$ cat src/rtl/hitPackPkg.sv
package hitPackPkg;
  localparam int PAIR_W  = 16;
  localparam int HIT_W   = 3;
  localparam int HIT_MAX = 7;
  localparam int NIB_PER_WORD = 8;

  typedef struct packed {
    logic       hdr;       // open event, emit header
    logic       push;      // append current hit pair
    logic       close;     // merge current channel field
    logic       closeWord; // write the assembled count word
    logic [2:0] slot;      // field position inside the count word
    logic       fin;       // flush pending half word, report count
  } packStrobe_t;
endpackage

$ cat src/rtl/packCtrl.sv
module packCtrl
  import hitPackPkg::*;
#(
  parameter int NUM_CH = 48,
  localparam int CH_W = $clog2(NUM_CH)
) (
  input  logic                clk,
  input  logic                rstN,
  input  logic                start,
  input  logic [HIT_W-1:0]    chanHits,
  input  logic                chanOn,
  output logic [CH_W-1:0]     chanSel,
  output logic [HIT_W-1:0]    hitSel,
  output packStrobe_t         strb,
  output logic                busy
);
  typedef enum logic [1:0] {S_IDLE, S_SCAN, S_FIN} state_t;
  state_t state;
  logic [CH_W-1:0]  chanIdx;
  logic [HIT_W-1:0] hitIdx;
  logic [HIT_W-1:0] effCnt;
  logic             lastChan;

  assign effCnt   = chanOn ? chanHits : '0;
  assign lastChan = (chanIdx == CH_W'(NUM_CH - 1));
  assign chanSel  = chanIdx;
  assign hitSel   = hitIdx;
  assign busy     = (state != S_IDLE);

  always_comb begin
    strb      = '0;
    strb.slot = chanIdx[2:0];
    unique case (state)
      S_IDLE: strb.hdr = start;
      S_SCAN: begin
        if (hitIdx < effCnt) strb.push = 1'b1;
        else begin
          strb.close     = 1'b1;
          strb.closeWord = (chanIdx[2:0] == 3'd7) || lastChan;
        end
      end
      S_FIN:  strb.fin = 1'b1;
      default: strb = '0;
    endcase
  end

  always_ff @(posedge clk or negedge rstN) begin
    if (!rstN) begin
      state   <= S_IDLE;
      chanIdx <= '0;
      hitIdx  <= '0;
    end else begin
      unique case (state)
        S_IDLE: if (start) begin
          state   <= S_SCAN;
          chanIdx <= '0;
          hitIdx  <= '0;
        end
        S_SCAN: begin
          if (strb.push) hitIdx <= hitIdx + 3'd1;
          else begin
            hitIdx <= '0;
            if (lastChan) state <= S_FIN;
            else chanIdx <= chanIdx + 1'b1;
          end
        end
        S_FIN: state <= S_IDLE;
        default: state <= S_IDLE;
      endcase
    end
  end

  // a disabled channel never contributes a hit pair
  p_masked_nopush_r4: assert property (@(posedge clk) disable iff (!rstN)
    strb.push |-> chanOn);
  // hits are taken only below the presented count
  p_hit_bound_r5: assert property (@(posedge clk) disable iff (!rstN)
    strb.push |-> (hitIdx < chanHits));
  // the scan ends only after the last channel was closed
  p_scan_end_r3: assert property (@(posedge clk) disable iff (!rstN)
    (state == S_SCAN && strb.close && lastChan) |=> (state == S_FIN));
endmodule

$ cat src/rtl/packData.sv
module packData
  import hitPackPkg::*;
#(
  parameter int NUM_CH = 48,
  parameter int SEQ_W  = 16,
  localparam int CNT_WORDS = (NUM_CH + NIB_PER_WORD - 1) / NIB_PER_WORD + 1,
  localparam int CNT_AW    = $clog2(CNT_WORDS),
  localparam int MAX_WORDS = (NUM_CH * HIT_MAX + 1) / 2,
  localparam int DAT_AW    = $clog2(MAX_WORDS + 1)
) (
  input  logic                clk,
  input  logic                rstN,
  input  packStrobe_t         strb,
  input  logic [HIT_W-1:0]    chanHits,
  input  logic                chanOn,
  input  logic [PAIR_W-1:0]   hitPair,
  output logic                cntWe,
  output logic [CNT_AW-1:0]   cntAddr,
  output logic [31:0]         cntData,
  output logic                datWe,
  output logic [DAT_AW-1:0]   datAddr,
  output logic [31:0]         datData,
  output logic                done,
  output logic [DAT_AW-1:0]   wordCount
);
  logic [SEQ_W-1:0]  seqNum;
  logic [31:0]       nibAcc;
  logic [31:0]       merged;
  logic [3:0]        nib;
  logic [PAIR_W-1:0] halfHold;
  logic              halfFull;
  logic [CNT_AW-1:0] cntPtr;
  logic [DAT_AW-1:0] datPtr;

  assign nib = {chanOn, chanOn ? chanHits : 3'b000};

  always_comb begin
    merged = nibAcc;
    merged[4*strb.slot +: 4] = nib;
  end

  always_ff @(posedge clk or negedge rstN) begin
    if (!rstN) begin
      seqNum    <= '0;
      nibAcc    <= '0;
      halfHold  <= '0;
      halfFull  <= 1'b0;
      cntPtr    <= '0;
      datPtr    <= '0;
      cntWe     <= 1'b0;
      cntAddr   <= '0;
      cntData   <= '0;
      datWe     <= 1'b0;
      datAddr   <= '0;
      datData   <= '0;
      done      <= 1'b0;
      wordCount <= '0;
    end else begin
      cntWe <= 1'b0;
      datWe <= 1'b0;
      done  <= 1'b0;
      if (strb.hdr) begin
        seqNum   <= seqNum + 1'b1;
        cntWe    <= 1'b1;
        cntAddr  <= '0;
        cntData  <= {{(32-SEQ_W){1'b0}}, seqNum + 1'b1};
        cntPtr   <= CNT_AW'(1);
        datPtr   <= '0;
        nibAcc   <= '0;
        halfFull <= 1'b0;
      end
      if (strb.push) begin
        if (!halfFull) begin
          halfHold <= hitPair;
          halfFull <= 1'b1;
        end else begin
          datWe    <= 1'b1;
          datAddr  <= datPtr;
          datData  <= {halfHold, hitPair};
          datPtr   <= datPtr + 1'b1;
          halfFull <= 1'b0;
        end
      end
      if (strb.close) begin
        if (strb.closeWord) begin
          cntWe   <= 1'b1;
          cntAddr <= cntPtr;
          cntData <= merged;
          cntPtr  <= cntPtr + 1'b1;
          nibAcc  <= '0;
        end else begin
          nibAcc <= merged;
        end
      end
      if (strb.fin) begin
        done <= 1'b1;
        if (halfFull) begin
          datWe     <= 1'b1;
          datAddr   <= datPtr;
          datData   <= {halfHold, {PAIR_W{1'b0}}};
          wordCount <= datPtr + 1'b1;
          halfFull  <= 1'b0;
        end else begin
          wordCount <= datPtr;
        end
      end
    end
  end

  // each accepted event advances the sequence number by exactly one
  p_seq_step_r2: assert property (@(posedge clk) disable iff (!rstN)
    strb.hdr |=> (seqNum == $past(seqNum) + 1'b1));
  // the end-of-event strobe lasts a single cycle
  p_done_pulse_r7: assert property (@(posedge clk) disable iff (!rstN)
    done |=> !done);
  // no hit-data write beyond the largest possible event
  p_dat_bound_r8: assert property (@(posedge clk) disable iff (!rstN)
    datWe |-> (datAddr < DAT_AW'(MAX_WORDS)));
  // the reported count never exceeds the full-event size
  p_count_bound_r7: assert property (@(posedge clk) disable iff (!rstN)
    done |-> (wordCount <= DAT_AW'(MAX_WORDS)));
  // count-table writes stay inside the table
  p_cnt_bound_r3: assert property (@(posedge clk) disable iff (!rstN)
    cntWe |-> (cntAddr < CNT_AW'(CNT_WORDS)));
endmodule

$ cat src/rtl/hitPacker.sv
module hitPacker
  import hitPackPkg::*;
#(
  parameter int NUM_CH = 48,
  parameter int SEQ_W  = 16,
  localparam int CH_W      = $clog2(NUM_CH),
  localparam int CNT_WORDS = (NUM_CH + NIB_PER_WORD - 1) / NIB_PER_WORD + 1,
  localparam int CNT_AW    = $clog2(CNT_WORDS),
  localparam int MAX_WORDS = (NUM_CH * HIT_MAX + 1) / 2,
  localparam int DAT_AW    = $clog2(MAX_WORDS + 1)
) (
  input  logic              clk,
  input  logic              rstN,
  input  logic              start,
  output logic [CH_W-1:0]   chanSel,
  output logic [2:0]        hitSel,
  input  logic [2:0]        chanHits,
  input  logic              chanOn,
  input  logic [15:0]       hitPair,
  output logic              cntWe,
  output logic [CNT_AW-1:0] cntAddr,
  output logic [31:0]       cntData,
  output logic              datWe,
  output logic [DAT_AW-1:0] datAddr,
  output logic [31:0]       datData,
  output logic              busy,
  output logic              done,
  output logic [DAT_AW-1:0] wordCount
);
  packStrobe_t strb;

  packCtrl #(.NUM_CH(NUM_CH)) i_ctrl (
    .clk(clk), .rstN(rstN), .start(start),
    .chanHits(chanHits), .chanOn(chanOn),
    .chanSel(chanSel), .hitSel(hitSel), .strb(strb), .busy(busy)
  );

  packData #(.NUM_CH(NUM_CH), .SEQ_W(SEQ_W)) i_data (
    .clk(clk), .rstN(rstN), .strb(strb),
    .chanHits(chanHits), .chanOn(chanOn), .hitPair(hitPair),
    .cntWe(cntWe), .cntAddr(cntAddr), .cntData(cntData),
    .datWe(datWe), .datAddr(datAddr), .datData(datData),
    .done(done), .wordCount(wordCount)
  );
endmodule

$ cat config.mk
export PLATFORM = sky130hd
export DESIGN_NAME = hitPacker
export DESIGN_NICKNAME = d
export VERILOG_FILES = /design/src/rtl/hitPackPkg.sv /design/src/rtl/packCtrl.sv /design/src/rtl/packData.sv /design/src/rtl/hitPacker.sv
export SDC_FILE = /design/constraint.sdc
export NUM_CORES = 1
export LEC_CHECK = 0
export BUFFER_PORTS_ARGS = -buffer_cell sky130_fd_sc_hd__buf_2
export CORE_ASPECT_RATIO = 0.7
export CORE_MARGIN = 1
export CORE_UTILIZATION = 44
export DETAILED_ROUTE_END_ITERATION = 10
export PLACE_DENSITY_LB_ADDON = 0.08
export SLEW_MARGIN = 20
export SYNTH_ARGS = -nofsm -noshare
export SYNTH_HDL_FRONTEND = slang
export SYNTH_SLANG_ARGS = --single-unit
$ cat constraint.sdc
create_clock -name clk -period 2.89 [get_ports clk]
set_input_delay 0.578 -clock clk [delete_from_list [all_inputs] [get_ports clk]]
set_output_delay 0.578 -clock clk [all_outputs]
set_load 0.01 [all_outputs]
==> results.sh <==
export IMPL_critical_path_top_delay_family="compound AO/OA/AOI/OAI gates"
export IMPL_ant_nets=0
export IMPL_endpoint_kind="flop"
export IMPL_ios=119
export IMPL_dr_total_vias=5975
export IMPL_tns_ps=0
export IMPL_ys_seq_elements=173
export IMPL_cts_sinks=173
export IMPL_ys_flop_type="dfrtp_1"
export IMPL_syn_instance_count=739
export IMPL_final_nets=900
export IMPL_die_x_um=163
export IMPL_fin_ws_ps=105
export IMPL_synth_edff_count=0
export IMPL_worst_skew_pair_late_latency_ps=430
export IMPL_core_area_um2=17500
export IMPL_syn_cell_area_um2=8010
export IMPL_cts_buffers=17
export IMPL_fin_crit_ps=2780
export IMPL_path_class="flop to flop"
export IMPL_max_cap_viol_count=0
export IMPL_drc=0
export IMPL_hp_class="primary input to async pin"
export IMPL_critical_path_depth=9
export IMPL_antenna_found_initial=0
export IMPL_reg2regPathDepth=9
export IMPL_grt_pass1_wl_um=31900
export IMPL_grt_max_degree=66
export IMPL_endpoint="i_data.cntData[9]"
export IMPL_syn_area_per_cell_um2=10.8
export IMPL_seq_area_frac_synth=0.541
export IMPL_power_density_nw_per_um2=1040
export IMPL_grt_pass1_vias=5849
export IMPL_totalWireLength_um=19700
export IMPL_finalHoldViolations=0
export IMPL_area_delta_synth_final_pct=20.5
export IMPL_rrSetupSlack_ps=110
export IMPL_worst_path_buf_inv=1
export IMPL_tightest_slew_ps=764
export IMPL_io_buffers=118
export IMPL_rsz0062_at_grt="no"
export IMPL_peakVddDrop_mv=0.493
export IMPL_crit_chain="a21boi_4 > inv_1 > ha_1 > ha_1 > nor2_1 > nand4_1 > mux2i_1 > nor2_1 > a221o_1"
export IMPL_initial_core_util=0.458
export IMPL_viasPerCell=5.38
export IMPL_cp_data_arrival_time_ps=3090
export IMPL_startpoint_type="flop"
export IMPL_die_area_um2=18700
export IMPL_placed_cell_area_um2=8990
export IMPL_cts_root_buffer="clkbuf_16"
export IMPL_status="completed"
export IMPL_placementRows=40
export IMPL_ys_warn_count=0
export IMPL_drtPass1Iterations=4
export IMPL_slew_headroom=0.489
export IMPL_dp_final_hpwl_um=14100
export IMPL_wl_per_cell_um=17.7
export IMPL_p_leak_uw=0.00473
export IMPL_die_height_um=115
export IMPL_r2r_end="i_data.cntData[9]"
export IMPL_syn_nets=773
export IMPL_finClkSkew_ps=11.7
export IMPL_period_share=0.964
export IMPL_clockBufferDepth=2
export IMPL_cts_clk_slew_worst_paths_ps=70
export IMPL_cp_required_ps=3190
export IMPL_power_total_uw=10100
export IMPL_drtIter0Drc=430
export IMPL_r2r_start="i_ctrl.state[1]"
export IMPL_cp_slowest_cell="dfrtp_1"
export IMPL_fmax_mhz=359
export IMPL_grt_usage=0.221
export IMPL_slew_violations=0
export IMPL_drive_gt1_frac=0.278
export IMPL_cts_tree="built"
export IMPL_design_area_um2=9650
export IMPL_final_setup_viol_count=0
export IMPL_antenna_cells=0
export IMPL_htree_levels=4
export IMPL_final_common_cell="dfrtp_1"
export IMPL_grt_overflow_total=0
export IMPL_finalWeightedCongestion=0.820
export IMPL_worstPathMaxFanout=9
export IMPL_pre_cts_ws_ps=73.8
export IMPL_mostFrequentLayoutCells="dfrtp_1 (173), buf_2 (117), nand2_1 (105), o21ai_0 (55), nand3_1 (52)"
export IMPL_async_flop_share=1.00
export IMPL_critPathMaxStageDelay_ps=410
export IMPL_cts_hold_buffers=0
export IMPL_crit_start="i_ctrl.state[1]"
export IMPL_synth_cell_types=65
[repair_timing]
item / in CTS / in global routing
setup buffers: 0 / 0
resized for setup: 0 / 1
setup endpoints to repair: 0 / 4
[where the power goes]
| part | switching [uW] | total, uW | leakage (uW) | internal [uW] |
|---|---|---|---|---|
| Clock | 1000 | 2560 | 0.000316 | 1550 |
| Sequential | 559 | 3740 | 0.00226 | 3180 |
| Combinational | 2080 | 3780 | 0.00215 | 1700 |
| Total | 3640 | 10100 | 0.00473 | 6430 |
[synth_stat cells (3+ instances only)]
cell type	n	share of area
a221oi_1	3	0.0033
nand4_1	9	0.0070
xnor2_1	11	0.012
nor4b_1	3	0.0033
nand2_1	105	0.049
o2bb2ai_1	12	0.013
a31oi_1	3	0.0023
a32o_1	4	0.0050
nand3_1	52	0.033
buf_2	15	0.0094
xor2_1	27	0.030
a21oi_1	17	0.011
a22o_1	9	0.0098
nor3b_1	3	0.0028
buf_4	3	0.0028
mux2_2	24	0.034
buf_6	3	0.0042
nor3_1	12	0.0075
and3_1	6	0.0047
dfrtp_1	173	0.54
nor4_1	3	0.0023
and2_1	6	0.0047
inv_1	11	0.0052
o21ai_1	3	0.0019
mux2i_1	18	0.023
nor2_1	43	0.020
o21ai_0	55	0.034
o211ai_1	6	0.0056
o221ai_1	4	0.0044
ha_1	11	0.017
a21o_1	4	0.0038
a221o_1	5	0.0063
mux2_4	19	0.036
clkbuf_1	16	0.0075
buf_1	3	0.0014
[final cells by class]
cell class | count | area (um^2)
clock inverters | 15 | 234
repair buffers | 150 | 887
flip-flops and latches | 173 | 4330
multi-input cells | 511 | 3430
fillers | 1547 | 7820
inverters | 13 | 48.8
well taps | 231 | 289
clock buffers | 17 | 425
[per-stage QoR]
stage,util,hold WS (ps),cells
6_report,0.552,129,1110
5_1_grt,0.552,165,1110
4_1_cts,0.552,158,1110
3_5_place_dp,0.514,466,1078
3_3_place_gp,0.514,461,1078
2_1_floorplan,-,282,739
[logic make-up (layout without fill, tap and decap cells)]
logic type               count (synthesis)  count (layout)  synth area share
AND/OR/NAND/NOR                        263             263             0.159
XOR/XNOR                                38              38            0.0416
multiplexers                            61              61            0.0919
AO/OA/AOI/OAI                          138             138             0.117
buffers and inverters                   55             195            0.0327
flip-flops                             173             173             0.541
adder cells (fa/ha/maj)                 11              11            0.0172
[per-layer routing]
metal | part of all wire | wire [um] | track usage
met1 | 0.51 | 9970 | 0.338
met3 | 0.052 | 1030 | 0.0437
met2 | 0.43 | 8480 | 0.317
met4 | 0.011 | 221 | 0.0586
met5 | 0 | 0 | 0
[worst min path at each step]
stage / start / end / slack (ps) / depth (start not counted)
after CTS: rstN / i_data.cntData[30] / 160 / 1
after detailed placement: i_data.wordCount[7] / i_data.wordCount[7] / 470 / 2
final: rstN / i_data.cntData[30] / 130 / 1
after global placement: i_data.wordCount[4] / i_data.wordCount[4] / 460 / 2
after floorplan: rstN / async pin / 280 / 0
after global routing: rstN / i_data.cntData[30] / 170 / 1
No activity file was read; power rests on OpenSTA's default activity.
